--- config.mk ---
export PLATFORM = sky130hd
export DESIGN_NAME = shift_norm_unit
export DESIGN_NICKNAME = d
export VERILOG_FILES = /design/src/rtl/shift_norm_pkg.sv /design/src/rtl/shift_norm_cnt_sel.sv /design/src/rtl/shift_norm_lead.sv /design/src/rtl/shift_norm_core.sv /design/src/rtl/shift_norm_unit.sv
export SDC_FILE = /design/constraint.sdc
export NUM_CORES = 1
export LEC_CHECK = 0
export ABC_CLOCK_PERIOD_IN_PS = 800
export BUFFER_PORTS_ARGS = -buffer_cell sky130_fd_sc_hd__buf_2
export CAP_MARGIN = 20
export CORE_MARGIN = 3
export CORE_UTILIZATION = 59
export DETAILED_ROUTE_END_ITERATION = 8
export PLACE_DENSITY = 0.81
export RECOVER_POWER = 25
export SYNTH_ARGS = -nofsm -noshare
export SYNTH_HDL_FRONTEND = slang
export SYNTH_SLANG_ARGS = --single-unit
--- constraint.sdc ---
create_clock -name clk_i -period 0.8 [get_ports clk_i]
set_input_delay 0 -clock clk_i [delete_from_list [all_inputs] [get_ports clk_i]]
set_output_delay 0 -clock clk_i [all_outputs]
set_load 0.1 [all_outputs]
--- src/rtl/shift_norm_pkg.sv ---
package shift_norm_pkg;

  typedef enum logic [2:0] {
    OP_SHL  = 3'd0,
    OP_SHR  = 3'd1,
    OP_ROL  = 3'd2,
    OP_ROR  = 3'd3,
    OP_ASR  = 3'd4,
    OP_NORM = 3'd5,
    OP_RSV6 = 3'd6,
    OP_RSV7 = 3'd7
  } sh_op_e;

  typedef struct packed {
    logic z;
    logic n;
    logic c;
    logic v;
  } sh_flags_t;

endpackage

--- src/rtl/shift_norm_cnt_sel.sv ---
module shift_norm_cnt_sel #(
  parameter int WIDTH = 16,
  parameter int CW    = $clog2(WIDTH)
) (
  input  logic             use_reg_i,
  input  logic [CW-1:0]    imm_i,
  input  logic [WIDTH-1:0] reg_i,
  output logic [CW-1:0]    cnt_o
);

  // Upper register bits carry no distance information.
  logic unused_reg_hi;
  assign unused_reg_hi = ^reg_i[WIDTH-1:CW];

  assign cnt_o = use_reg_i ? reg_i[CW-1:0] : imm_i;

endmodule

--- src/rtl/shift_norm_lead.sv ---
module shift_norm_lead #(
  parameter int WIDTH = 16,
  parameter int CW    = $clog2(WIDTH)
) (
  input  logic [WIDTH-1:0] a_i,
  output logic [CW-1:0]    cnt_o
);

  // Highest set bit wins; an all-zero word leaves the count at 0.
  always_comb begin
    cnt_o = '0;
    for (int i = 0; i < WIDTH; i++) begin
      if (a_i[i]) cnt_o = CW'(WIDTH - 1 - i);
    end
  end

endmodule

--- src/rtl/shift_norm_core.sv ---
module shift_norm_core
  import shift_norm_pkg::*;
#(
  parameter int WIDTH = 16,
  parameter int CW    = $clog2(WIDTH)
) (
  input  sh_op_e           op_i,
  input  logic [CW-1:0]    cnt_i,
  input  logic [WIDTH-1:0] a_i,
  input  logic [CW-1:0]    norm_i,
  output logic [WIDTH-1:0] res_o,
  output sh_flags_t        flags_o
);

  logic [2*WIDTH-1:0] dbl_l, dbl_r;
  logic [WIDTH:0]     ext_l, ext_r;
  logic [WIDTH-1:0]   shl, shr, asr, rotl, rotr;
  logic [WIDTH-1:0]   out_mask_l, out_mask_r;
  logic               nz;

  assign nz         = |cnt_i;
  assign dbl_l      = {a_i, a_i} << cnt_i;
  assign dbl_r      = {a_i, a_i} >> cnt_i;
  assign rotl       = dbl_l[2*WIDTH-1:WIDTH];
  assign rotr       = dbl_r[WIDTH-1:0];
  assign ext_l      = {1'b0, a_i} << cnt_i;
  assign ext_r      = {a_i, 1'b0} >> cnt_i;
  assign shl        = a_i << cnt_i;
  assign shr        = a_i >> cnt_i;
  assign asr        = WIDTH'($signed(a_i) >>> cnt_i);
  assign out_mask_l = ~({WIDTH{1'b1}} >> cnt_i);
  assign out_mask_r = ~({WIDTH{1'b1}} << cnt_i);

  always_comb begin
    res_o     = a_i;
    flags_o.c = 1'b0;
    flags_o.v = 1'b0;
    unique case (op_i)
      OP_SHL: begin
        res_o     = shl;
        flags_o.c = nz & ext_l[WIDTH];
        flags_o.v = |(out_mask_l & (a_i ^ {WIDTH{shl[WIDTH-1]}}));
      end
      OP_SHR: begin
        res_o     = shr;
        flags_o.c = nz & ext_r[0];
      end
      OP_ROL: begin
        res_o     = rotl;
        flags_o.c = nz & ext_l[WIDTH];
      end
      OP_ROR: begin
        res_o     = rotr;
        flags_o.c = nz & ext_r[0];
      end
      OP_ASR: begin
        res_o     = asr;
        flags_o.c = nz & ext_r[0];
        flags_o.v = |(out_mask_r & a_i);
      end
      OP_NORM: res_o = WIDTH'(norm_i);
      default: res_o = a_i;
    endcase
    flags_o.z = ~|res_o;
    flags_o.n = res_o[WIDTH-1];
  end

endmodule

--- src/rtl/shift_norm_unit.sv ---
module shift_norm_unit
  import shift_norm_pkg::*;
#(
  parameter int WIDTH = 16,
  parameter int CW    = $clog2(WIDTH)
) (
  input  logic             clk_i,
  input  logic             rst_ni,
  input  logic             req_i,
  input  logic [2:0]       op_i,
  input  logic             cnt_from_reg_i,
  input  logic [CW-1:0]    imm_cnt_i,
  input  logic [WIDTH-1:0] reg_cnt_i,
  input  logic [WIDTH-1:0] operand_i,
  output logic [WIDTH-1:0] result_o,
  output logic             zero_o,
  output logic             neg_o,
  output logic             carry_o,
  output logic             ovf_o,
  output logic             valid_o
);

  sh_op_e           op_e;
  logic [CW-1:0]    cnt;
  logic [CW-1:0]    norm_cnt;
  logic [WIDTH-1:0] core_res;
  sh_flags_t        core_flags;

  logic [WIDTH-1:0] res_d, res_q;
  sh_flags_t        flg_d, flg_q;
  logic             vld_q;

  assign op_e = sh_op_e'(op_i);

  shift_norm_cnt_sel #(.WIDTH(WIDTH), .CW(CW)) u_cnt_sel (
    .use_reg_i (cnt_from_reg_i),
    .imm_i     (imm_cnt_i),
    .reg_i     (reg_cnt_i),
    .cnt_o     (cnt)
  );

  shift_norm_lead #(.WIDTH(WIDTH), .CW(CW)) u_lead (
    .a_i   (operand_i),
    .cnt_o (norm_cnt)
  );

  shift_norm_core #(.WIDTH(WIDTH), .CW(CW)) u_core (
    .op_i    (op_e),
    .cnt_i   (cnt),
    .a_i     (operand_i),
    .norm_i  (norm_cnt),
    .res_o   (core_res),
    .flags_o (core_flags)
  );

  // Next-state: load only on a request, otherwise hold.
  always_comb begin
    res_d = res_q;
    flg_d = flg_q;
    if (req_i) begin
      res_d = core_res;
      flg_d = core_flags;
    end
  end

  always_ff @(posedge clk_i or negedge rst_ni) begin
    if (!rst_ni) begin
      res_q <= '0;
      flg_q <= '0;
      vld_q <= 1'b0;
    end else begin
      res_q <= res_d;
      flg_q <= flg_d;
      vld_q <= req_i;
    end
  end

  assign result_o = res_q;
  assign zero_o   = flg_q.z;
  assign neg_o    = flg_q.n;
  assign carry_o  = flg_q.c;
  assign ovf_o    = flg_q.v;
  assign valid_o  = vld_q;

endmodule

==> impl_metrics.csv, run 1 <==
group,metric,value,unit
clocking,cts_resized,138,
floorplanning,rows,29,
clocking,postCtsHoldBufs,1,
clocking,cts.sinks,20,
floorplanning,die_y,88.9,µm
clocking,cts_max_level,1,
floorplanning,dieWidth,88.9,µm
synth,yosysUniqueCellTypes,74,
synth,ys_warn_count,0,
run_status,status,"aborted with a tool error",
synth,ys_seq_area_frac,0.123,
synth,syn_inst,577,
synth,synth_nets,620,
clocking,postCtsSetupBuffers,46,
synth,async_flop_share,1.00,
clocking,clock_path_buffers,2,
clocking,root_buffer,"clkbuf_8",
placed_design,place_congestion,1.22,
synth,syn-cell-area,0.00406,mm²
floorplanning,num_io_pins,64,
synth,synthFlopType,"dfrtp_1",
floorplanning,start_util,0.625,
synth,syn_area_per_cell,7.03,µm²
placed_design,dp_hpwl,19700,µm
clocking,cts-buffers-inserted,3,
placed_design,port_buffers,51,
synth,synth.ff_latch_count,20,
synth,synth_edf_count,0,
run_status,error_message,"[ERROR DPL-0038] Utilization greater than 100%, impossible to legalize",
run_status,lastStage,"clock tree synthesis",
kinds of logic after synthesis:
family / Yosys count / share of synthesized area
flip-flops: 20 / 0.123
AND/OR/NAND/NOR: 197 / 0.219
multiplexers: 60 / 0.181
buffers and inverters: 72 / 0.0798
XOR/XNOR: 4 / 0.00863
AO/OA/AOI/OAI: 224 / 0.388
cells in the mapped netlist, types with 3 or more instances:
| library cell | n | area (µm²) |
|---|---|---|
| o41ai_1 | 5 | 43.8 |
| o22ai_1 | 14 | 87.6 |
| o31ai_1 | 9 | 67.6 |
| o21ai_0 | 37 | 185 |
| xnor2_1 | 4 | 35.0 |
| nand4_1 | 8 | 50.1 |
| o21a_1 | 6 | 45.0 |
| clkbuf_1 | 41 | 154 |
| a21oi_1 | 47 | 235 |
| buf_2 | 13 | 65.1 |
| nor3b_1 | 4 | 30.0 |
| nand2b_1 | 4 | 25.0 |
| a31oi_1 | 6 | 37.5 |
| nand2_1 | 81 | 304 |
| a32oi_1 | 3 | 26.3 |
| o32ai_1 | 3 | 26.3 |
| a22o_1 | 7 | 61.3 |
| a22oi_1 | 15 | 113 |
| mux4_2 | 8 | 180 |
| nor2_1 | 56 | 210 |
| mux2_2 | 5 | 56.3 |
| mux2i_1 | 43 | 430 |
| and3_1 | 3 | 18.8 |
| nor4_1 | 3 | 18.8 |
| a211oi_1 | 14 | 105 |
| nand3_1 | 12 | 60.1 |
| o221ai_1 | 8 | 70.1 |
| inv_1 | 9 | 33.8 |
| buf_6 | 4 | 45.0 |
| nor3_1 | 12 | 60.1 |
| o211ai_1 | 9 | 67.6 |
| dfrtp_1 | 20 | 500 |
| a221oi_1 | 7 | 61.3 |
metrics by stage:
step | util | instance area (µm²) | setup slack (ns) | hold WS, ns | cells
3_5_place_dp | 0.960 | 6230 | -2.04 | -0.0269 | 855
3_3_place_gp | 0.960 | 6230 | -1.83 | -0.0475 | 855
2_1_floorplan | - | 4210 | -1.51 | -0.296 | 577
==> run 2, diff against run 1 <==
--- a/config.mk
+++ b/config.mk
@@ -9,9 +9,9 @@
 export BUFFER_PORTS_ARGS = -buffer_cell sky130_fd_sc_hd__buf_2
 export CAP_MARGIN = 20
 export CORE_MARGIN = 3
-export CORE_UTILIZATION = 59
+export CORE_UTILIZATION = 40
 export DETAILED_ROUTE_END_ITERATION = 8
-export PLACE_DENSITY = 0.81
+export PLACE_DENSITY_LB_ADDON = 0.15
 export RECOVER_POWER = 25
 export SYNTH_ARGS = -nofsm -noshare
 export SYNTH_HDL_FRONTEND = slang
==> impl_metrics.csv, run 2 <==
group,metric,value,unit
synth,syn-cell-area,0.00406,mm²
timing,relSlewSlack,0.654,
detailed_routing,wl,25900,µm
synth,synth_edf_count,0,
run_status,violations,"negative setup slack",
clocking,root_buffer,"clkbuf_8",
final_layout,final_common_cell,"buf_4",
worst_setup_path,crit_arrival,2.48,ns
final_layout,nets,915,
timing,layout_min_cycle_time,2.32,ns
synth,syn_area_per_cell,7.03,µm²
detailed_routing,wl_per_cell,25.8,µm
timing,drv_slew,0,
synth,synthTopCellsByCount,"nand2_1 (81), nor2_1 (56), a21oi_1 (47)",
flow_run,cap_violations,0,
synth,synth_top_area_frac,0.123,
detailed_routing,dr_total_vias,6858,
worst_setup_path,critPathCaptureType,"flip-flop",
final_layout,layoutNonFillerInstCount,1004,
power_and_ir_drop,p_leak,0.00347,µW
power_and_ir_drop,irDropWorstVdd,1.50,mV
timing,fin_skew,0,ns
synth,synth_fa_ha_area_frac,0,
min_path,hp-class,"in -> async",
detailed_routing,final_antenna_net_count,0,
worst_setup_path,cpPeakStageDelay,0.41,ns
detailed_routing,dr.first_iter.drc_count,968,
floorplanning,die_y,107,µm
floorplanning,rows,36,
synth,synth_mux_area_frac,0.181,
floorplanning,num_io_pins,64,
synth,synth.ff_latch_count,20,
timing,setup_slack,-1.52,ns
worst_setup_path,cpMostUsedCell,"buf_12",
floorplanning,start_util,0.413,
clocking,cts.clk_slew.worst_paths,0.08,ns
timing,finalCritPeriodShare,2.89,
timing,fmax,0.432,GHz
timing,tightest_slew,0.505,ns
global_route,grt_max_degree,21,
worst_setup_path,crit_path_top_delay_cell,"o41ai_4",
final_layout,n_fill_cell,655,
final_layout,most-common-layout-cells,"buf_4 (254), nand2_1 (68), nor2_1 (48), buf_12 (39)",
global_route,grt_antenna_before_repair,0,
synth,synth_nets,620,
clocking,worstSkewPairLatency,0.27,ns
power_and_ir_drop,power_density,1270,mW/mm²
placed_design,dp_hpwl,18400,µm
worst_setup_path,critPathKind,"in -> reg",
global_route,grt_pass1_vias,6719,
detailed_routing,drc,0,
worst_setup_path,cp_top_family,"compound AO/OA/AOI/OAI gates",
synth,ys_warn_count,0,
final_layout,final-seq-area,527,µm²
global_route,grt_pass1_wl,37400,µm
placed_design,place_congestion,1.06,
synth,synthSimpleGateAreaFrac,0.219,
synth,async_flop_share,1.00,
synth,synth_top_area_cell,"dfrtp_1",
detailed_routing,viasPerCell,6.83,
run_status,status,"finished, violations left",
timing,rsz0062_at_grt,"true",
final_layout,area_delta_synth_final,96.7,%
placed_design,port_buffers,51,
clocking,cts.sinks,20,
synth,synth_compound_area_frac,0.388,
final_layout,n_antenna_cell,0,
clocking,cts-buffers-inserted,3,
worst_setup_path,crit_required,0.97,ns
final_layout,drive_gt1_frac,0.602,
floorplanning,dieWidth,107,µm
floorplanning,core_area,0.00982,mm²
floorplanning,die_area,0.0114,mm²
final_layout,fin_util,0.813,
final_layout,multi_input_area,0.00404,mm²
final_layout,largest_reg_flops,15,
timing,finalHoldViolCount,0,
placed_design,place_inst,962,
synth,yosysUniqueCellTypes,74,
synth,synth.most_common_cell,"nand2_1",
clocking,cts_max_level,1,
synth,synth_top_family_by_area,"compound AO/OA/AOI/OAI gates",
worst_setup_path,cp_cell_sequence,"buf_12 -> buf_6 -> mux2_4 -> buf_12 -> nor3_4 -> buf_4 -> nor2_1 -> a21oi_1 -> o21ai_1 -> a22o_1 -> o41ai_4 -> nand4_1 -> o41ai_2",
synth,synth_area_leaders,"dfrtp_1 (12%), mux2i_1 (11%), nand2_1 (7.5%)",
synth,ys_seq_area_frac,0.123,
synth,synth_xor_area_frac,0.00863,
clocking,cts_tree,"built",
worst_setup_path,cp_max_fo,8,
global_route,overflow,0,
global_route,grt.total_usage,0.423,
synth,syn_inst,577,
synth,synthFlopType,"dfrtp_1",
timing,setup_violations,40,
worst_setup_path,path_buf_inv,4,
clocking,clock_path_buffers,2,
detailed_routing,drt_pass1_iterations,6,
worst_setup_path,start_kind,"input pin",
==> run 2: layout make-up <==
class,instances,area share
Tap cell,133,0.0208
Sequential cell,20,0.0660
Timing Repair Buffer,351,0.396
Multi-Input combinational cell,486,0.505
Clock buffer,4,0.00690
Inverter,10,0.00470
==> run 2: metrics by stage <==
stage	setup slack, ns	power [µW]	TNS, ns	cell area (µm²)	hold WS, ns
after global routing	-1.63	10400	-26.89	7980	0.277
after floorplan	-1.51	4680	-21.40	4210	-0.296
after detailed placement	-2.04	7860	-31.63	6790	-0.0177
after global placement	-1.90	7770	-30.36	6790	-0.0438
final	-1.52	10100	-25.45	7980	0.240
after CTS	-1.43	9310	-24.40	7500	0.101
==> run 2: logic make-up after synthesis <==
| family | count (synthesis) |
|---|---|
| compound gates | 224 |
| simple gates | 197 |
| flops | 20 |
| buf+inv | 72 |
| xor+xnor | 4 |
| mux | 60 |
==> run 2: path summary, 6_finish.rpt <==
| check | startpoint | end | slack [ns] | cells after the start |
|---|---|---|---|---|
| max in group asynchronous | rst_ni | neg_o | 0.16 | 2 |
| hold reg to reg | result_o[9] | result_o[9] | 0.53 | 2 |
| hold / removal | rst_ni | valid_o | 0.24 | 2 |
| setup reg to reg | zero_o | zero_o | -0.02 | 3 |
| min in group clk_i | op_i[1] | result_o[4] | 0.27 | 4 |
| setup / recovery | cnt_from_reg_i | zero_o | -1.52 | 13 |
==> run 2: where the power goes <==
group	switching, µW	internal (µW)
clock	360	439
sequential	162	1190
combinational	4420	3540
total	4940	5170
==> run 2: timing repair <==
action / CTS / global route
setup endpoints to repair: 40 / 40
hold buffers: 1 / 0
pin swaps: 33 / 47
gates cloned: 1 / 1
hold endpoints to repair: 20 / 0
resized for setup: 102 / 90
setup buffers: 24 / 17
==> run 2: metal layers <==
layer | wire, µm | vias to the layer above | part of all wire | global-route usage
li1 | - | 2821 | - | -
met1 | 9190 | 3135 | 0.35 | 0.537
met2 | 11300 | 674 | 0.43 | 0.669
met3 | 3290 | 228 | 0.13 | 0.0825
met4 | 2160 | 0 | 0.083 | 0.246
met5 | 0 | - | 0 | 0
(Power assumes the default switching activity.)
